**config.mk**
```make
export PLATFORM = sky130hd
export DESIGN_NAME = pwm3_gen
export DESIGN_NICKNAME = d
export VERILOG_FILES = /design/src/rtl/pwm3_pkg.sv /design/src/rtl/pwm3_timebase.sv /design/src/rtl/pwm3_pair.sv /design/src/rtl/pwm3_chop.sv /design/src/rtl/pwm3_gen.sv
export SDC_FILE = /design/constraint.sdc
export NUM_CORES = 1
export LEC_CHECK = 0
export ABC_AREA = 1
export BUFFER_PORTS_ARGS = -buffer_cell sky130_fd_sc_hd__buf_2
export CAP_MARGIN = 20
export CORE_MARGIN = 2
export CORE_UTILIZATION = 63
export CTS_CLUSTER_SIZE = 20
export DETAILED_ROUTE_END_ITERATION = 8
export GPL_TIMING_DRIVEN = 0
export PLACE_DENSITY = 0.82
export REMOVE_ABC_BUFFERS = 1
export SLEW_MARGIN = 20
export SYNTH_ARGS = -nofsm -noshare
export SYNTH_HDL_FRONTEND = slang
export SYNTH_SLANG_ARGS = --single-unit
```
**constraint.sdc**
```tcl
create_clock -name clk -period 5.94 [get_ports clk]
set_input_delay 0 -clock clk [delete_from_list [all_inputs] [get_ports clk]]
set_output_delay 0 -clock clk [all_outputs]
set_load 0.01 [all_outputs]
```
**src/rtl/pwm3_pkg.sv**
```systemverilog
package pwm3_pkg;
  localparam int NPAIR = 3;
  localparam int NOUT  = 2 * NPAIR;
  typedef enum logic { DIR_UP = 1'b0, DIR_DN = 1'b1 } dir_t;
endpackage

```
**src/rtl/pwm3_timebase.sv**
```systemverilog
module pwm3_timebase
  import pwm3_pkg::*;
#(
  parameter int CW = 12,
  parameter int DW = 8
) (
  input  logic                       clk,
  input  logic                       rst,
  input  logic [CW-1:0]              period_i,
  input  logic [CW-1:0]              min_i,
  input  logic [DW-1:0]              dt_i,
  input  logic [NPAIR-1:0][CW-1:0]   duty_i,
  output logic [CW-1:0]              cnt_o,
  output logic                       up_o,
  output logic [CW-1:0]              per_o,
  output logic [NPAIR-1:0][CW-1:0]   duty_o,
  output logic [DW-1:0]              dt_o
);
  localparam int WW = CW + 1;

  // duty after clamping to the period and applying the minimum-width rule
  function automatic logic [CW-1:0] eff_duty(input logic [CW-1:0] d,
                                             input logic [CW-1:0] p,
                                             input logic [CW-1:0] m);
    logic [CW-1:0] dc;
    logic [WW-1:0] hw, lw, mw;
    dc = (d > p) ? p : d;
    hw = {dc, 1'b0};
    lw = {p, 1'b0} - hw;
    mw = {1'b0, m};
    if (hw != '0 && hw < mw) return '0;
    if (lw != '0 && lw < mw) return p;
    return dc;
  endfunction

  dir_t                     dir_q;
  logic [CW-1:0]            cnt_q, per_q, per_next;
  logic [NPAIR-1:0][CW-1:0] duty_q;
  logic [DW-1:0]            dt_q;
  logic                     load;

  assign per_next = (period_i == '0) ? {{(CW-1){1'b0}}, 1'b1} : period_i;
  assign load     = (dir_q == DIR_DN) && (cnt_q == '0);

  always_ff @(posedge clk) begin
    if (rst) begin
      dir_q  <= DIR_DN;
      cnt_q  <= '0;
      per_q  <= {{(CW-1){1'b0}}, 1'b1};
      duty_q <= '0;
      dt_q   <= '0;
    end else if (load) begin
      dir_q <= DIR_UP;
      cnt_q <= '0;
      per_q <= per_next;
      dt_q  <= dt_i;
      for (int i = 0; i < NPAIR; i++)
        duty_q[i] <= eff_duty(duty_i[i], per_next, min_i);
    end else if (dir_q == DIR_UP) begin
      if (cnt_q == per_q - 1'b1) dir_q <= DIR_DN;
      else                       cnt_q <= cnt_q + 1'b1;
    end else begin
      cnt_q <= cnt_q - 1'b1;
    end
  end

  assign cnt_o  = cnt_q;
  assign up_o   = (dir_q == DIR_UP);
  assign per_o  = per_q;
  assign duty_o = duty_q;
  assign dt_o   = dt_q;
endmodule

```
**src/rtl/pwm3_pair.sv**
```systemverilog
module pwm3_pair #(
  parameter int CW = 12,
  parameter int DW = 8
) (
  input  logic          clk,
  input  logic          rst,
  input  logic [CW-1:0] cnt_i,
  input  logic [CW-1:0] duty_i,
  input  logic [DW-1:0] dt_i,
  output logic          hi_o,
  output logic          lo_o
);
  logic [1:0] raw, q;

  assign raw[0] = (cnt_i < duty_i);
  assign raw[1] = ~raw[0];

  for (genvar s = 0; s < 2; s++) begin : g_side
    logic [DW-1:0] dly_q;
    logic          on_q;
    always_ff @(posedge clk) begin
      if (rst || !raw[s]) begin
        dly_q <= '0;
        on_q  <= 1'b0;
      end else if (dly_q >= dt_i) begin
        on_q  <= 1'b1;
      end else begin
        dly_q <= dly_q + 1'b1;
      end
    end
    assign q[s] = on_q;
  end

  assign hi_o = q[0];
  assign lo_o = q[1];
endmodule

```
**src/rtl/pwm3_chop.sv**
```systemverilog
module pwm3_chop #(
  parameter int GW = 8
) (
  input  logic          clk,
  input  logic          rst,
  input  logic [GW-1:0] div_i,
  output logic          wave_o
);
  logic [GW-1:0] cnt_q;
  logic          ph_q;

  always_ff @(posedge clk) begin
    if (rst) begin
      cnt_q <= '0;
      ph_q  <= 1'b1;
    end else if (cnt_q >= div_i) begin
      cnt_q <= '0;
      ph_q  <= ~ph_q;
    end else begin
      cnt_q <= cnt_q + 1'b1;
    end
  end

  assign wave_o = ph_q;
endmodule

```
**src/rtl/pwm3_gen.sv**
```systemverilog
module pwm3_gen
  import pwm3_pkg::*;
#(
  parameter int CW = 12,
  parameter int DW = 8,
  parameter int GW = 8
) (
  input  logic          clk,
  input  logic          rst,
  input  logic [CW-1:0] period_i,
  input  logic [DW-1:0] deadtime_i,
  input  logic [CW-1:0] minpulse_i,
  input  logic [CW-1:0] duty_a_i,
  input  logic [CW-1:0] duty_b_i,
  input  logic [CW-1:0] duty_c_i,
  input  logic [8:0]    seg_i,
  input  logic [GW:0]   gate_i,
  output logic          ah_o,
  output logic          al_o,
  output logic          bh_o,
  output logic          bl_o,
  output logic          ch_o,
  output logic          cl_o
);
  localparam int SEGW = NOUT + NPAIR;

  logic [NPAIR-1:0][CW-1:0] duty_in, act_duty;
  logic [CW-1:0]            cnt, per_act;
  logic [DW-1:0]            dt_act;
  logic                     up;
  logic [NPAIR-1:0]         q_hi, q_lo;
  logic [NOUT-1:0]          pre, pins;
  logic                     chop, pass;

  assign duty_in = {duty_c_i, duty_b_i, duty_a_i};

  pwm3_timebase #(.CW(CW), .DW(DW)) u_tb (
    .clk(clk), .rst(rst), .period_i(period_i), .min_i(minpulse_i),
    .dt_i(deadtime_i), .duty_i(duty_in), .cnt_o(cnt), .up_o(up),
    .per_o(per_act), .duty_o(act_duty), .dt_o(dt_act)
  );

  for (genvar p = 0; p < NPAIR; p++) begin : g_pair
    pwm3_pair #(.CW(CW), .DW(DW)) u_pair (
      .clk(clk), .rst(rst), .cnt_i(cnt), .duty_i(act_duty[p]),
      .dt_i(dt_act), .hi_o(q_hi[p]), .lo_o(q_lo[p])
    );
    assign pre[2*p]   = seg_i[NOUT+p] ? q_lo[p] : q_hi[p];
    assign pre[2*p+1] = seg_i[NOUT+p] ? q_hi[p] : q_lo[p];
  end

  pwm3_chop #(.GW(GW)) u_chop (
    .clk(clk), .rst(rst), .div_i(gate_i[GW-1:0]), .wave_o(chop)
  );

  assign pass = chop | ~gate_i[GW];

  always_ff @(posedge clk) begin
    if (rst) pins <= '0;
    else     pins <= pre & seg_i[NOUT-1:0] & {NOUT{pass}};
  end

  assign {cl_o, ch_o, bl_o, bh_o, al_o, ah_o} = pins;

  logic unused_seg;
  assign unused_seg = ^seg_i[SEGW-1:0] & 1'b0;
endmodule

```
==> metrics.md, run 1 <==
| Metric | Value |
|---|---|
| Die area | 0.0235 mm² |
| Initial antenna violation count | 0 |
| Syn Inst Count | 2,133 |
| Final setup fails | 0 |
| Number of global-route vias before repair | between 10,000 and 15,000 |
| Critical Path Most Common Cell | nand2_1 |
| DRT Wirelength | 38.4 mm |
| Layout Cells excl Fill | 2,518 |
| Placed cells | between 2,000 and 2,500 |
| Via Count | 14,367 |
| Remaining Overflow, GRT | 0 |
| Synthesized area per cell | 6.57 µm² |
| RD Place Congestion | 0.946 |
| Slowest CP cell | o21ai_1 |
| Hold Path Stages | 3 |
| Final HPWL DP | 29.1 mm |
| Number of cell rows | 54 |
| Finished Core Util | between 70% and 80% |
| Setup slack, reg-to-reg | 3160 ps |
| Core Area | 0.0218 mm² |
| Fmax | 181 MHz |
| CTS tree | done |
| Total Routing Usage GR | 32.3% |
| Setup tns final | 0 ps |
| CTS Buf Count | 17 |
| Pin count of the biggest net entering global routing | 53 |
| Worst-case reg-to-reg path depth | 6 |
| Area Overhead vs Synth | 10.3% |
| Residual DRC | 0 |
| TritonRoute pass-1 iters | 5 |
| Wire per inst | 15.3 µm |
| Actual slew at the worst max-slew pin | 702 ps |
| Outcome | finished clean |
| Post-synthesis sequential area ratio | 19.7% |
| WHS Endpoint | u_tb.per_o[0] |
| P per Cell Area | 295 mW/mm² |
| Mapped cell area | about 0.014 mm² |
| Fillers | 1,896 |
| FF+latch count, synth | 138 |
| CP max stage delay | between 400 and 500 ps |
| Critical Path RT | about 6300 ps |
| Die W | 153 µm |
| Hold Violations, Final | 0 |
| Startpoint types | input pin |
| Initial drt markers | 1,111 |
| Min-delay src | period_i[0] |
| Via-to-Cell Ratio | 5.71 |
| Final nets | about 2,600 |
| # Max-Cap Violations | 0 |
| Post-route ant nets | 0 |
| Distinct cell type count after synthesis | 54 |
| CP Max Fanout | 17 |
| Starting density of the core | 64.2% |
| Clock root buffer | clkbuf_16 |
| RSZ-0062 raised after global routing | false |
| Yosys warns | 0 |
| Power, Total | roughly 0.0046 W |
| Worst Path Arrival | 5880 ps |
| Worst skew pair latency | 430 ps |
| Post-layout minimum cycle time | 5520 ps |
| Reg2reg end | u_tb.dt_o[0] |
| Slew Limit Fails | 0 |
| Normalized max-slew margin | 53.2% |
| Layout cells sized above 1 | between 8 and 9% |
| Setup crit end kind | register |
| H-tree depth | 4 |
| Final worst path period share | 92.9% |
| Top-level I/O count | 94 |
| Top_reg_cell synth | dfxtp_1 |
| R2R Path Start | u_tb.cnt_o[11] |
| VDD IR max | 175 µV |
| First-pass GRT wire length | around 63 mm |
| Crit Path Category | in2reg |
| IO buf count | 93 |
| Diodes inserted | 0 |
| Clk buf depth | 2 |
| Clock Skews | 14.2 ps |
| Post-synth EDFFs | 0 |
| Worst hold path class | in2reg |
| CTS sink cnt | approximately 140 |
| Ys async rst share | 0% |
| Worst-path clk slew | ~60 ps |
| Leak Pwr | 8.12 nW |
| Die height | 153 µm |
sequential cells by signal, indices dropped and copies added, names as in the netlist:
name / count
u_tb.dir_q: 1
u_tb.duty_o: 36
pins: 6
g_pair.u_pair.lo_o: 3
u_chop.wave_o: 1
u_tb.dt_o: 8
g_pair.u_pair.hi_o: 3
g_pair.u_pair.g_side.dly_q: 48
u_chop.cnt_q: 8
u_tb.cnt_o: 12
u_tb.per_o: 12
critical path: cells and delay by family:
family          cells  cell delay [ps]
compound gates      3              890
fa+ha+maj           4             1180
simple gates       22             2700
buf+inv             7             1100
metal layers:
layer  global-route usage, %  part of all wire, %
met2                    54.1                   45
met5                       0                    0
met1                    41.1                   43
met4                    13.8                  4.2
met3                    5.56                  7.3
through the flow:
| step | hold slack [ps] | setup slack [ps] | instance area (µm²) |
|---|---|---|---|
| global route | 80.6 | 75.8 | 15500 |
| CTS | 34.0 | 144 | 15400 |
| global placement | 195 | -725 | 14600 |
| floorplan | 99.7 | 1260 | 13800 |
| detailed placement | 202 | -752 | 14600 |
| finish | 58.9 | 419 | 15500 |
worst max path at each step:
stage | to | slack [ps] | cells after the start | start
final | u_tb.duty_o[4] | 420 | 36 | period_i[4]
after global placement | u_tb.duty_o[9] | -720 | 36 | period_i[4]
after CTS | u_tb.duty_o[35] | 140 | 39 | period_i[4]
after detailed placement | u_tb.duty_o[3] | -750 | 36 | period_i[4]
after floorplan | u_tb.duty_o[0] | 1260 | 35 | period_i[10]
after global routing | u_tb.duty_o[12] | 80 | 41 | period_i[4]
where the power goes:
group / internal [W] / switching, W
clock: 0.000612 / 0.000444
sequential: 0.00103 / 0.000141
combinational: 0.000883 / 0.00146
logic make-up after synthesis:
| logic type | after synthesis | synth area share, % |
|---|---|---|
| buffers and inverters | 395 | 11.1 |
| adder cells (fa/ha/maj) | 246 | 22.2 |
| XOR/XNOR | 58 | 3.72 |
| AO/OA/AOI/OAI | 268 | 10.7 |
| AND/OR/NAND/NOR | 1028 | 32.6 |
| flip-flops | 138 | 19.7 |
synth_stat cells, types with 12 or more instances:
| cell | n | share of area (%) |
|---|---|---|
| xor2_1 | 44 | 2.7 |
| inv_1 | 337 | 9.0 |
| nand2_1 | 547 | 15 |
| ha_1 | 242 | 22 |
| nand3_1 | 140 | 5.0 |
| or2_2 | 14 | 0.62 |
| o21a_1 | 12 | 0.64 |
| dfxtp_1 | 138 | 20 |
| nand2_2 | 22 | 0.98 |
| nand4_1 | 87 | 3.9 |
| xnor2_1 | 13 | 0.81 |
| o21ai_0 | 58 | 2.1 |
| a21oi_1 | 142 | 5.1 |
| nor2_1 | 172 | 4.6 |
| clkbuf_1 | 25 | 0.67 |
what timing repair did:
action | in CTS | in global routing
hold buffers | 19 | 0
buffers inserted | 0 | 0
setup endpoints to repair | 12 | 36
resized for setup | 2 | 9
hold endpoints to repair | 15 | 0
placed cells by master (no fill, tap or decap), types with 7 or more instances in the layout:
cell	n
clkinv_1	7
dlygate4sd3_1	19
buf_2	93
nor3_1	9
nand2_2	24
o22ai_1	8
or2_2	14
clkbuf_16	17
o21ai_0	57
o21a_1	12
ha_1	242
a21oi_1	141
a211oi_1	10
xnor2_1	13
dfxtp_1	138
xor2_1	44
nand3_1	139
nand2_1	545
inv_1	337
nand4_1	87
inv_2	8
nor2_1	171
area by class of cell:
class,count,area [µm²],area share (%)
Multi-Input combinational cell,1600,9740,63.0
Sequential cell,138,2760,17.9
Inverter,355,1340,8.67
Timing Repair Buffer,113,683,4.42
Clock buffer,20,457,2.95
Tap cell,280,350,2.27
Clock inverter,12,130,0.842
No activity file was read; power rests on OpenSTA's default activity.
==> run 2, diff against run 1 <==
--- a/config.mk
+++ b/config.mk
@@ -9,11 +9,12 @@
 export BUFFER_PORTS_ARGS = -buffer_cell sky130_fd_sc_hd__buf_2
 export CAP_MARGIN = 20
 export CORE_MARGIN = 2
-export CORE_UTILIZATION = 63
+export CORE_UTILIZATION = 64
+export CTS_BUF_LIST = sky130_fd_sc_hd__clkbuf_2
 export CTS_CLUSTER_SIZE = 20
 export DETAILED_ROUTE_END_ITERATION = 8
 export GPL_TIMING_DRIVEN = 0
-export PLACE_DENSITY = 0.82
+export PLACE_DENSITY = 0.83
 export REMOVE_ABC_BUFFERS = 1
 export SLEW_MARGIN = 20
 export SYNTH_ARGS = -nofsm -noshare
==> run 2 against run 1 <==
Utilization grew 3.6 points. Global-route usage grew 3.0 points. Clock-buffer cell count shrank 1. Critical path depth shrank 7. Power shrank 7.5%. Via count grew 6.3%. Clock power shrank 42%. Worst setup slack lost 220 ps. Wire length grew 10%. Cell count grew 4.1%. Non-clock buffer count grew 102. Hold slack lost 21 ps. Largest cell class unchanged. Highest routed layer unchanged.
==> metrics.md, run 2 (synthesis gave the netlist of run 1 again) <==
| Metric | Value |
|---|---|
| Startpoint types | input pin |
| Worst skew pair latency | 750 ps (+320 ps) |
| Cell-internal power | 0.00220 W (-13%) |
| Die area | 0.0231 mm² (-1.5%) |
| Final nets | 2,661 (+4.0%) |
| Clock power frac | 14.5% (-8.6 points) |
| Outcome | finished clean |
| Post-layout minimum cycle time | 5740 ps (+220 ps) |
| Setup WS pre-CTS | -670 ps (+81.9 ps) |
| Slowest CP cell | dlygate4sd3_1 |
| Actual slew at the worst max-slew pin | 758 ps (+56.0 ps) |
| Area Overhead vs Synth | 15.2% |
| Initial antenna violation count | 2 (+2) |
| P per Cell Area | 262 mW/mm² (-11%) |
| Via Count | 15,266 (+6.3%) |
| Most frequent cells in the layout | nand2_1 (545), inv_1 (337), ha_1 (242) |
| Fillers | 1,690 (-11%) |
| Setup crit end kind | register |
| Core Area | 0.0217 mm² (-0.62%) |
| TritonRoute pass-1 iters | 8 (+3) |
| Normalized max-slew margin | 49.0% (-4.3 points) |
| Final setup fails | 0 (unchanged) |
| CTS sink cnt | 138 (unchanged) |
| Critical Path RT | 6590 ps (+290 ps) |
| Crit Path Category | in2reg |
| Number of cell rows | 54 (unchanged) |
| Commonest non-fill, non-tap cell in the layout | nand2_1 |
| Clock Skews | 64.7 ps (+50.4 ps) |
| H-tree depth | 4 (unchanged) |
| Most flops, register | g_pair.u_pair.g_side.dly_q |
| P_sw | 0.00202 W (-1.2%) |
| IO buf count | 93 (unchanged) |
| Via-to-Cell Ratio | 5.82 (+2.1%) |
| Final worst slack | 199 ps (-220 ps) |
| Sequential fraction of design power | 27.8% (+2.2 points) |
| Die height | 152 µm (-0.76%) |
| Final HPWL DP | 29.2 mm (+0.50%) |
| Post-route ant nets | 0 (unchanged) |
| Layout cells sized above 1 | 9.02% (+0.084 points) |
| CP max stage delay | 700 ps (+240 ps) |
| Total Routing Usage GR | 35.4% (+3.0 points) |
| Worst hold path class | in2reg |
| CTS tree | done |
| CTS Buf Count | 17 (unchanged) |
| Multi-input gate area | 0.00973 mm² (-0.13%) |
| Critical Path Most Common Cell | nand2_1 |
| Die W | 152 µm (-0.76%) |
| Reg area | 0.00276 mm² (unchanged) |
| Slew Limit Fails | 0 (unchanged) |
| Clock root buffer | clkbuf_2 |
| Worst Path Arrival | 6390 ps (+510 ps) |
| Pin count of the biggest net entering global routing | 53 (unchanged) |
| RD Place Congestion | 0.968 (+2.3%) |
| DRT Wirelength | 42.3 mm (+10%) |
| Initial drt markers | 1,575 (+42%) |
| Remaining Overflow, GRT | 0 (unchanged) |
| Leak Pwr | 8.33 nW (+2.7%) |
| Clk buf depth | 2 (unchanged) |
| Sw Share | 47.8% (+3.0 points) |
| Number of global-route vias before repair | 14,436 (+8.0%) |
| Final worst path period share | 96.6% (+3.7 points) |
| Largest register FFs | 48 (unchanged) |
| VDD IR max | 133 µV (-24%) |
| Comb pwr share | 57.7% (+6.4 points) |
| Power, Total | 0.00422 W (-7.5%) |
| Wire per inst | 16.1 µm (+5.8%) |
| Residual DRC | 0 (unchanged) |
| Fmax | 174 MHz (-3.8%) |
| Top-level I/O count | 94 (unchanged) |
| Starting density of the core | 64.6% (+0.40 points) |
| Worst-path clk slew | 210 ps (+150 ps) |
| CP Max Fanout | 17 (unchanged) |
| # Max-Cap Violations | 0 (unchanged) |
| Hold Violations, Final | 0 (unchanged) |
| First-pass GRT wire length | 68.1 mm (+8.8%) |
-- run 2: final cells by class --
cell class | count | share of cell area [%]
Tap cell | 280 | 2.17
Multi-Input combinational cell | 1600 | 60.3
Clock buffer | 19 | 0.589
Clock inverter | 12 | 1.01
Antenna cell | 2 | 0.0310
Sequential cell | 138 | 17.1
Inverter | 355 | 8.43
Timing Repair Buffer | 215 | 10.4
-- run 2: critical path: cells and delay by family --
kind	cells	cell delay [ps]
adders and majority gates	3	1090
buffers and inverters	6	2100
and+or+nand+nor	20	3180
-- run 2: repair_timing --
| action | in CTS | in global routing |
|---|---|---|
| hold buffers | 113 | 0 |
| buffers inserted | 0 | 8 |
| endpoints found under the hold margin | 74 | 0 |
| gates resized for setup | 0 | 13 |
| setup endpoints to repair | 0 | 36 |
-- run 2: path summary, 6_finish.rpt --
check	startpoint	end	slack, ps	depth (start not counted)
setup reg to reg	u_tb.cnt_o[11]	u_tb.dt_o[0]	2500	7
hold reg to reg	u_tb.duty_o[3]	u_tb.duty_o[3]	470	2
setup / recovery	period_i[1]	u_tb.duty_o[16]	200	29
hold / removal	period_i[4]	u_tb.duty_o[4]	40	5
-- run 2: routing by layer --
layer  track usage, %  vias up  share of wire, %
met1             43.0     6812                40
met4             18.6        0               6.0
met3             6.30      250               8.9
met5                0        -                 0
met2             59.7      816                45
li1                 -     7388                 -
-- run 2: power by group through the flow --
stage               clock network, W  logic (W)  registers, W
floorplan                          0    0.00175       0.00113
global placement                   0    0.00216       0.00118
detailed placement                 0    0.00226       0.00119
CTS                         0.000615    0.00234       0.00117
global route                0.000658    0.00275       0.00119
finish                      0.000612    0.00244       0.00117
-- run 2: per-stage QoR --
| stage | util, % | TNS, ps | instance area (µm²) | instances | hold slack, ps |
|---|---|---|---|---|---|
| detailed placement | 67.5 | -10350 | 14600 | 2467 | 208 |
| global route | 74.4 | -252 | 16100 | 2621 | 9.11 |
| CTS | 73.9 | 0 | 16000 | 2611 | 3.63 |
| global placement | 67.3 | -9290 | 14600 | 2466 | 200 |
| finish | 74.4 | 0 | 16100 | 2621 | 37.9 |
| floorplan | - | 0 | 13800 | 2093 | 99.7 |
